File: src/rtl/xlat_pkg.sv
package xlat_pkg;
    localparam int MC_W  = 8;
    localparam int CNT_W = 8;

    typedef enum logic [1:0] {
        SEL_MASK = 2'd0,
        SEL_CMP  = 2'd1,
        SEL_OFFC = 2'd2,
        SEL_NONE = 2'd3
    } word_sel_e;
endpackage

File: src/rtl/xlat_regbank.sv
module xlat_regbank
    import xlat_pkg::*;
#(
    parameter int NUM_SETS = 4,
    parameter int AW       = 32,
    localparam int SIDX_W  = $clog2(NUM_SETS)
) (
    input  logic              clk,
    input  logic              rst_n,
    input  logic              wr_en_i,
    input  logic [SIDX_W-1:0] wr_set_i,
    input  logic [1:0]        wr_sel_i,
    input  logic [AW-1:0]     wr_data_i,
    output logic [AW-1:0]     mask_o [NUM_SETS],
    output logic [AW-1:0]     cmp_o  [NUM_SETS],
    output logic [AW-1:0]     offc_o [NUM_SETS]
);
    logic [AW-1:0] mask_q [NUM_SETS];
    logic [AW-1:0] cmp_q  [NUM_SETS];
    logic [AW-1:0] offc_q [NUM_SETS];

    for (genvar k = 0; k < NUM_SETS; k++) begin : g_set
        logic hit_wr;
        assign hit_wr = wr_en_i && (int'(wr_set_i) == k);

        always_ff @(posedge clk or negedge rst_n) begin
            if (!rst_n) begin
                mask_q[k] <= '0;
                cmp_q[k]  <= '0;
                offc_q[k] <= '0;
            end else if (hit_wr) begin
                unique case (word_sel_e'(wr_sel_i))
                    SEL_MASK: mask_q[k] <= wr_data_i;
                    SEL_CMP:  cmp_q[k]  <= wr_data_i;
                    SEL_OFFC: offc_q[k] <= wr_data_i;
                    SEL_NONE: ;
                endcase
            end
        end

        assign mask_o[k] = mask_q[k];
        assign cmp_o[k]  = cmp_q[k];
        assign offc_o[k] = offc_q[k];
    end


    mask_load_chk: assert property (@(posedge clk) disable iff (!rst_n)
        (wr_en_i && wr_sel_i == SEL_MASK && int'(wr_set_i) < NUM_SETS)
        |=> mask_q[$past(wr_set_i)] == $past(wr_data_i));


    offc_load_chk: assert property (@(posedge clk) disable iff (!rst_n)
        (wr_en_i && wr_sel_i == SEL_OFFC && int'(wr_set_i) < NUM_SETS)
        |=> offc_q[$past(wr_set_i)] == $past(wr_data_i));
endmodule

File: src/rtl/xlat_set_match.sv
module xlat_set_match
    import xlat_pkg::*;
#(
    parameter int AW = 32
) (
    input  logic [AW-1:0]   addr_i,
    input  logic [MC_W-1:0] code_i,
    input  logic [AW-1:0]   mask_i,
    input  logic [AW-1:0]   cmp_i,
    output logic            hit_o
);
    logic [AW-1:0] amask;
    logic [AW-1:0] acmp;
    logic          code_ok;
    logic          addr_ok;

    always_comb begin
        amask   = {mask_i[AW-1:MC_W], {MC_W{1'b0}}};
        acmp    = {cmp_i[AW-1:MC_W], {MC_W{1'b0}}};
        code_ok = (code_i & mask_i[MC_W-1:0]) == cmp_i[MC_W-1:0];
        addr_ok = (addr_i & amask) == acmp;
        hit_o   = code_ok && addr_ok;
    end
endmodule

File: src/rtl/xlat_prio.sv
module xlat_prio #(
    parameter int NUM_SETS = 4,
    localparam int SIDX_W  = $clog2(NUM_SETS)
) (
    input  logic                clk,
    input  logic                rst_n,
    input  logic [NUM_SETS-1:0] req_i,
    output logic [NUM_SETS-1:0] grant_o,
    output logic [SIDX_W-1:0]   idx_o,
    output logic                any_o
);
    always_comb begin
        grant_o = '0;
        idx_o   = '0;
        any_o   = 1'b0;
        for (int k = NUM_SETS - 1; k >= 0; k--) begin
            if (req_i[k]) begin
                grant_o = '0;
                grant_o[k] = 1'b1;
                idx_o   = SIDX_W'(k);
                any_o   = 1'b1;
            end
        end
    end


    grant_onehot_chk: assert property (@(posedge clk) disable iff (!rst_n)
        $onehot0(grant_o) && ((|req_i) == (|grant_o)));


    grant_lowest_chk: assert property (@(posedge clk) disable iff (!rst_n)
        ((req_i & (grant_o - 1'b1)) == '0));
endmodule

File: src/rtl/xlat_unit.sv
module xlat_unit
    import xlat_pkg::*;
#(
    parameter int NUM_SETS = 4,
    parameter int AW       = 32,
    localparam int SIDX_W  = $clog2(NUM_SETS)
) (
    input  logic              clk,
    input  logic              rst_n,
    input  logic [AW-1:0]     cpu_addr_i,
    input  logic [MC_W-1:0]   match_code_i,
    input  logic              wr_en_i,
    input  logic [SIDX_W-1:0] wr_set_i,
    input  logic [1:0]        wr_sel_i,
    input  logic [AW-1:0]     wr_data_i,
    output logic [AW-1:0]     xl_addr_o,
    output logic              hit_o,
    output logic [MC_W-1:0]   ctrl_o,
    output logic [CNT_W-1:0]  set_count_o
);
    if (NUM_SETS < 4) begin : g_size_bad
        $error("xlat_unit needs at least four sets");
    end

    logic [AW-1:0]       mask_w [NUM_SETS];
    logic [AW-1:0]       cmp_w  [NUM_SETS];
    logic [AW-1:0]       offc_w [NUM_SETS];
    logic [NUM_SETS-1:0] set_hit;
    logic [NUM_SETS-1:0] grant;
    logic [SIDX_W-1:0]   win_idx;
    logic                any_hit;

    xlat_regbank #(.NUM_SETS(NUM_SETS), .AW(AW)) regbank_i (
        .clk       (clk),
        .rst_n     (rst_n),
        .wr_en_i   (wr_en_i),
        .wr_set_i  (wr_set_i),
        .wr_sel_i  (wr_sel_i),
        .wr_data_i (wr_data_i),
        .mask_o    (mask_w),
        .cmp_o     (cmp_w),
        .offc_o    (offc_w)
    );

    for (genvar k = 0; k < NUM_SETS; k++) begin : g_match
        xlat_set_match #(.AW(AW)) match_i (
            .addr_i (cpu_addr_i),
            .code_i (match_code_i),
            .mask_i (mask_w[k]),
            .cmp_i  (cmp_w[k]),
            .hit_o  (set_hit[k])
        );
    end

    xlat_prio #(.NUM_SETS(NUM_SETS)) prio_i (
        .clk     (clk),
        .rst_n   (rst_n),
        .req_i   (set_hit),
        .grant_o (grant),
        .idx_o   (win_idx),
        .any_o   (any_hit)
    );

    logic [AW-1:0] win_amask;
    logic [AW-1:0] win_aoff;

    always_comb begin
        win_amask = {mask_w[win_idx][AW-1:MC_W], {MC_W{1'b0}}};
        win_aoff  = {offc_w[win_idx][AW-1:MC_W], {MC_W{1'b0}}};
        if (any_hit) begin
            xl_addr_o = (cpu_addr_i & ~win_amask) | win_aoff;
            ctrl_o    = offc_w[win_idx][MC_W-1:0];
        end else begin
            xl_addr_o = cpu_addr_i;
            ctrl_o    = '0;
        end
        hit_o       = any_hit;
        set_count_o = CNT_W'(NUM_SETS);
    end


    low_byte_keep_chk: assert property (@(posedge clk) disable iff (!rst_n)
        xl_addr_o[MC_W-1:0] == cpu_addr_i[MC_W-1:0]);


    miss_pass_chk: assert property (@(posedge clk) disable iff (!rst_n)
        !hit_o |-> (xl_addr_o == cpu_addr_i));


    miss_ctrl_zero_chk: assert property (@(posedge clk) disable iff (!rst_n)
        !hit_o |-> (ctrl_o == '0));


    set_count_chk: assert property (@(posedge clk) disable iff (!rst_n)
        int'(set_count_o) == NUM_SETS);
endmodule

File: config.mk
export PLATFORM = sky130hd
export DESIGN_NAME = xlat_unit
export DESIGN_NICKNAME = d
export VERILOG_FILES = /design/src/rtl/xlat_pkg.sv /design/src/rtl/xlat_regbank.sv /design/src/rtl/xlat_set_match.sv /design/src/rtl/xlat_prio.sv /design/src/rtl/xlat_unit.sv
export SDC_FILE = /design/constraint.sdc
export NUM_CORES = 1
export LEC_CHECK = 0
export BUFFER_PORTS_ARGS = -buffer_cell sky130_fd_sc_hd__buf_2
export CORE_MARGIN = 2
export CORE_UTILIZATION = 55
export CTS_CLUSTER_DIAMETER = 100
export DETAILED_ROUTE_END_ITERATION = 10
export PLACE_DENSITY = 0.73
export SLEW_MARGIN = 20
export SYNTH_ARGS = -nofsm -noshare
export SYNTH_HDL_FRONTEND = slang
export SYNTH_SLANG_ARGS = --single-unit
File: constraint.sdc
create_clock -name clk -period 3.1 [get_ports clk]
set_input_delay 0.465 -clock clk [delete_from_list [all_inputs] [get_ports clk]]
set_output_delay 0.465 -clock clk [all_outputs]
set_load 0.005 [all_outputs]
==> results.sh, run 1 <==
export IMPL_cp_top_family="compound AO/OA/AOI/OAI gates"
export IMPL_cts_tree="yes"
export IMPL_met2_length_mm=25.8
export IMPL_yosys_warnings=0
export IMPL_gr_usage_all_layers=0.309
export IMPL_die_y_um=189
export IMPL_r2r_end="regbank_i.mask_o[88]$_DFFE_PN0P_"
export IMPL_grt_pass1_wl_mm=84.0
export IMPL_final_core_utilization=0.680
export IMPL_cp_num_buf_inv=3
export IMPL_finalNonFillerCells=2228
export IMPL_worst_pin_slew_ns=1.01
export IMPL_finalWorstSetupSlack_ns=-0.749
export IMPL_met1_length_mm=23.2
export IMPL_synth_area_top_cells="dfrtp_1 (51%), mux2_2 (23%), and3_1 (2.1%)"
export IMPL_synthFlopType="dfrtp_1"
export IMPL_topRoutingLayerUsed="met5"
export IMPL_critPathKind="register to output pin"
export IMPL_period_share=1.24
export IMPL_dp_hpwl_mm=35.8
export IMPL_max_clock_path_buffers=3
export IMPL_grt_max_degree=82
export IMPL_fin_crit_ns=3.85
export IMPL_ys_types=45
export IMPL_yosys_top_cells_count="dfrtp_1 (384), mux2_2 (384), a21oi_1 (71)"
export IMPL_rsz0062_at_grt="yes"
export IMPL_cts_made_buffers=41
export IMPL_p_total_w=0.0157
export IMPL_yosysSeqAreaShare=0.512
export IMPL_vias=14100
export IMPL_rows=67
export IMPL_first_pass_iters=5
export IMPL_ys_ff_latch=384
export IMPL_p_leak_nw=10.7
export IMPL_clock_sinks=384
export IMPL_yosysTopAreaCell="dfrtp_1"
export IMPL_cp_endpoint="xl_addr_o[10]"
export IMPL_grt_ovfl_total=0
export IMPL_async_flop_share=1.00
export IMPL_drive_above_1_share=0.461
export IMPL_crit_required_ns=2.63
export IMPL_syn_to_final_growth_pct=21.6
export IMPL_finalHoldViolCount=0
export IMPL_crit_fanout=14
export IMPL_clk_latency_ns=0.54
export IMPL_die_width_um=189
export IMPL_final_nets=1824
export IMPL_rr_startpoint="regbank_i.mask_o[88]$_DFFE_PN0P_"
export IMPL_syn_avg_cell_area_um2=12.3
export IMPL_start_kind="register"
export IMPL_netlist_area_um2=18800
export IMPL_maxCapViolations=0
export IMPL_rr_worst_depth=2
export IMPL_hp_class="primary input to register"
export IMPL_power_density_nw_per_um2=689
export IMPL_slowest_delay_ns=0.65
export IMPL_cp_slowest_cell="or4_4"
export IMPL_io_pins=128
export IMPL_synth_edf_count=0
export IMPL_vias_per_cell=6.32
export IMPL_placed_cells=2126
export IMPL_relSlewSlack=0.328
export IMPL_finalSetupTns_ns=-22.55
export IMPL_portBuffers=103
export IMPL_ir_drop_v=0.000547
export IMPL_crit_start="regbank_i.mask_o[119]$_DFFE_PN0P_"
export IMPL_root_buffer="clkbuf_16"
export IMPL_violations="setup timing"
export IMPL_netlist_instances=1529
export IMPL_dieArea_um2=35600
export IMPL_first_global_vias=14300
export IMPL_path_depth=11
export IMPL_status="finished with violations"
export IMPL_yosysTopAreaCellShare=0.512
export IMPL_htreeDepth=2
export IMPL_routabilityCongestion=0.879
export IMPL_drt_first_iter_violations=1208
export IMPL_dp_slack_ns=-0.911
export IMPL_wl_met3_mm=3.62
export IMPL_arrival_ns=3.38
export IMPL_wl_per_cell_um=24.7
export IMPL_core_area_um2=33600
export IMPL_clk_pin_slew_ns=0.06
export IMPL_wirelength_mm=55.0
export IMPL_max_freq_ghz=0.260
export IMPL_final_max_slew_violation_count=0
export IMPL_rrSetupSlack_ns=2.17
export IMPL_initial_utilization=0.559
export IMPL_crit_chain="a21o_1 > a211oi_1 > buf_4 > nand4_1 > or4_4 > o211ai_4 > buf_12 > nor2_1 > a211o_1 > a22o_1 > buf_2"
export IMPL_critPathCaptureType="output pin"
export IMPL_antenna_found_initial=3
export IMPL_setup_viol_count_final=33
export IMPL_antenna_left=0
export IMPL_fin_skew_ns=0
export IMPL_drcViolationCount=0
-- cells in the final DEF (no fill, tap or decap), types with 23 or more instances in the layout --
master	instances
inv_1	24
o21ai_0	23
a211o_1	24
buf_4	177
clkbuf_16	43
dfrtp_1	384
and3_1	64
mux2_2	384
nand3_1	33
a221o_1	24
a211oi_1	38
and3b_1	32
a21o_1	32
a22o_1	24
a21oi_1	70
o22a_1	32
nor2_1	50
buf_2	102
a21boi_0	29
-- report_power, final --
group,leakage (nW),switching (W),internal [W]
registers,4.71,0.000818,0.00619
clock network,0.757,0.00206,0.00346
logic,5.27,0.00135,0.00186
-- final cells by class --
cell class	instances	area (µm²)
Fill cell	2402	10800
Sequential cell	384	9610
Multi-Input combinational cell	985	8680
Timing Repair Buffer	309	2370
Clock buffer	55	1190
Tap cell	448	561
Clock inverter	21	340
Inverter	24	90.1
Antenna cell	2	5.00
-- routing by layer --
layer,up-vias,global-route usage
li1,6132,-
met1,7294,0.416
met2,514,0.494
met3,141,0.0542
met4,2,0.135
met5,-,0
-- state kept, by name, indices dropped and copies added, names as in the netlist --
name / flops
regbank_i.offc_o: 128
regbank_i.mask_o: 128
regbank_i.cmp_o: 128
-- how the worst min path moves through the flow --
stage,slack (ns),endpoint,cells past startpoint,from
after floorplan,0.17,regbank_i.cmp_o[0]$_DFFE_PN0P_,0,rst_n
after global placement,0.49,regbank_i.cmp_o[99]$_DFFE_PN0P_,1,rst_n
after detailed placement,0.49,regbank_i.cmp_o[103]$_DFFE_PN0P_,1,rst_n
after CTS,0.32,regbank_i.mask_o[113]$_DFFE_PN0P_,2,wr_data_i[17]
after global routing,0.35,regbank_i.cmp_o[27]$_DFFE_PN0P_,2,wr_data_i[27]
final,0.34,regbank_i.offc_o[59]$_DFFE_PN0P_,2,wr_data_i[27]
-- logic make-up after synthesis --
logic type	after synthesis	share of synthesized area
simple gates	232	0.0739
compound gates	353	0.139
flops	384	0.512
buf+inv	166	0.0403
other cells	2	0.000400
mux	392	0.234
-- timing repair --
action / 4_1_cts / 5_1_grt
hold buffers: 1 / 0
resized for setup: 30 / 21
gates cloned: 2 / 0
setup buffers: 18 / 7
setup endpoints to repair: 33 / 33
pin swaps: 16 / 13
endpoints found under the hold margin: 69 / 0
-- through the flow --
stage / hold WS (ns) / cell area [µm²]
2_1_floorplan: 0.169 / 18800
3_3_place_gp: 0.486 / 20900
3_5_place_dp: 0.491 / 20900
4_1_cts: 0.321 / 22800
5_1_grt: 0.350 / 22800
6_report: 0.340 / 22800
(Power assumes the default switching activity.)
==> run 2, diff against run 1 <==
PLACE_DENSITY = unset   (was 0.73)
PLACE_DENSITY_LB_ADDON = 0.1   (was unset)
==> run 2 against run 1 <==
Compared with the run above:
- the flow still finishes with violations (setup timing)
- setup slack got worse by 0.017 ns
- worst hold slack worse by 0.013 ns
- combinational power is 3% higher
- flip-flop and latch count unchanged
- sequential share of layout area down 1.1 points
- critical path depth did not move
- wire length rose by 4.5%
- global-route usage is 1.2 points higher
- core utilization rose by 1.8 points
- die area is the same
- register-to-register slack got worse by 0.10 ns
- largest cell class unchanged
- highest routed layer is now met4
==> results.sh, run 2 (synthesized netlist as in run 1, its figures left out) <==
export IMPL_syn_to_final_growth_pct=24.9
export IMPL_rsz0062_at_grt="yes"
export IMPL_fillCellCount=2387
export IMPL_setup_viol_count_final=33
export IMPL_vias_per_cell=6.32
export IMPL_gr_usage_all_layers=0.321
export IMPL_finalSetupTns_ns=-22.35
export IMPL_relSlewSlack=0.299
export IMPL_wirelength_mm=57.5
export IMPL_htreeDepth=2
export IMPL_dp_hpwl_mm=36.6
export IMPL_rrSetupSlack_ns=2.07
export IMPL_crit_fanout=12
export IMPL_antenna_found_initial=2
export IMPL_rows=67
export IMPL_power_clock_fraction=0.323
export IMPL_p_switching_w=0.00420
export IMPL_cts_made_buffers=42
export IMPL_sequentialPowerShare=0.460
export IMPL_antenna_left=0
export IMPL_p_leak_nw=11.0
export IMPL_clk_pin_slew_ns=0.06
export IMPL_ir_drop_v=0.000497
export IMPL_first_global_vias=14100
export IMPL_hp_class="primary input to register"
export IMPL_wl_per_cell_um=25.5
export IMPL_fin_skew_ns=0
export IMPL_period_share=1.25
export IMPL_vias=14300
export IMPL_start_kind="register"
export IMPL_internal_power_w=0.0110
export IMPL_drt_first_iter_violations=962
export IMPL_finalWorstSetupSlack_ns=-0.766
export IMPL_arrival_ns=3.40
export IMPL_fin_crit_ns=3.87
export IMPL_cts_tree="yes"
export IMPL_max_freq_ghz=0.259
export IMPL_die_y_um=189
export IMPL_finalHoldViolCount=0
export IMPL_io_pins=128
export IMPL_max_clock_path_buffers=3
export IMPL_dieArea_um2=35600
export IMPL_portBuffers=103
export IMPL_critPathCaptureType="output pin"
export IMPL_initial_utilization=0.559
export IMPL_final_max_slew_violation_count=0
export IMPL_clk_latency_ns=0.54
export IMPL_grt_max_degree=79
export IMPL_combPwrFrac=0.217
export IMPL_grt_pass1_wl_mm=86.3
export IMPL_first_pass_iters=5
export IMPL_critPathKind="register to output pin"
export IMPL_clock_sinks=384
export IMPL_grt_ovfl_total=0
export IMPL_drive_above_1_share=0.493
export IMPL_dp_slack_ns=-0.637
export IMPL_swShare=0.276
export IMPL_maxCapViolations=0
export IMPL_die_width_um=189
export IMPL_power_density_nw_per_um2=648
export IMPL_crit_required_ns=2.63
export IMPL_core_area_um2=33600
export IMPL_violations="setup timing"
export IMPL_drcViolationCount=0
export IMPL_routabilityCongestion=0.856
export IMPL_root_buffer="clkbuf_16"
export IMPL_worst_pin_slew_ns=1.05
export IMPL_layout_common_cells="mux2_2 (384), dfrtp_1 (384), buf_4 (186)"
export IMPL_status="finished with violations"
export IMPL_final_nets=1857
==> run 2: changes by cell type in the layout (fill, tap and decap cells not counted), moves of 8 or more <==
cell and change:
o21ai_0 -16, buf_6 +9, nor2_2 +16, o221ai_1 -18, o221ai_2 +17, o21ai_1 +13
nor2_1 -19, clkbuf_1 +8, bufinv_16 -8, buf_4 +9
==> run 2: power by group through the flow <==
stage	sequential [W]	clock (W)	combinational (W)
2_1_floorplan	0.00683	0	0.00190
5_1_grt	0.00715	0.00518	0.00354
4_1_cts	0.00695	0.00497	0.00323
6_report	0.00700	0.00491	0.00330
3_3_place_gp	0.00696	0	0.00302
3_5_place_dp	0.00704	0	0.00309
==> run 2: path summary, 6_finish.rpt <==
| path | start | end | cells after the start |
|---|---|---|---|
| min reg2reg | regbank_i.offc_o[55]$_DFFE_PN0P_ | regbank_i.offc_o[55]$_DFFE_PN0P_ | 1 |
| min in group asynchronous | rst_n | regbank_i.cmp_o[82]$_DFFE_PN0P_ | 2 |
| max | regbank_i.mask_o[121]$_DFFE_PN0P_ | xl_addr_o[10] | 11 |
| max reg2reg | regbank_i.mask_o[41]$_DFFE_PN0P_ | regbank_i.mask_o[41]$_DFFE_PN0P_ | 3 |
| max in group asynchronous | rst_n | regbank_i.mask_o[28]$_DFFE_PN0P_ | 3 |
| min | wr_data_i[28] | regbank_i.cmp_o[124]$_DFFE_PN0P_ | 2 |
==> run 2: stage by stage <==
stage | hold slack (ns) | cells | power, W | utilization | instance area [µm²]
2_1_floorplan | 0.169 | 1535 | 0.00873 | - | 18800
3_3_place_gp | 0.487 | 2135 | 0.00998 | 0.624 | 21000
3_5_place_dp | 0.494 | 2135 | 0.0101 | 0.624 | 21000
4_1_cts | 0.309 | 2252 | 0.0152 | 0.689 | 23200
5_1_grt | 0.344 | 2256 | 0.0159 | 0.698 | 23500
6_report | 0.327 | 2257 | 0.0152 | 0.698 | 23500
==> run 2: layer usage <==
layer / wire length [µm] / part of all wire / GRT usage / vias to the layer above
met5: 0 / 0 / 0 / -
met4: 1960 / 0.034 / 0.108 / 0
met3: 3560 / 0.062 / 0.0512 / 118
met2: 27200 / 0.47 / 0.520 / 449
met1: 24700 / 0.43 / 0.444 / 7451
li1: - / - / - / 6235
==> run 2: repair_timing <==
item,4_1_cts,5_1_grt
resized for setup,77,78
hold buffers,1,0
pin swaps,41,56
hold endpoints to repair,66,0
gates cloned,7,4
buffers inserted,38,3
setup endpoints to repair,33,33
==> run 2: final cells by class <==
class / instances / area, µm² / share of cell area
Antenna cell: 2 / 5.00 / 0.000213
Clock buffer: 66 / 1280 / 0.0548
Clock inverter: 7 / 60.1 / 0.00256
Inverter: 24 / 90.1 / 0.00384
Multi-Input combinational cell: 985 / 8950 / 0.382
Sequential cell: 384 / 9610 / 0.410
Tap cell: 448 / 561 / 0.0239
Timing Repair Buffer: 341 / 2900 / 0.124
==> run 2: critical path: stages (launching register included) <==
cell      delay (ns)
dfrtp_1         0.39
a21o_1          0.19
a211oi_2        0.27
buf_4           0.17
nand4_1         0.13
or4_4           0.58
buf_6           0.16
o21a_4          0.17
buf_12          0.18
a211o_1         0.28
a22o_1          0.19
buf_2           0.13
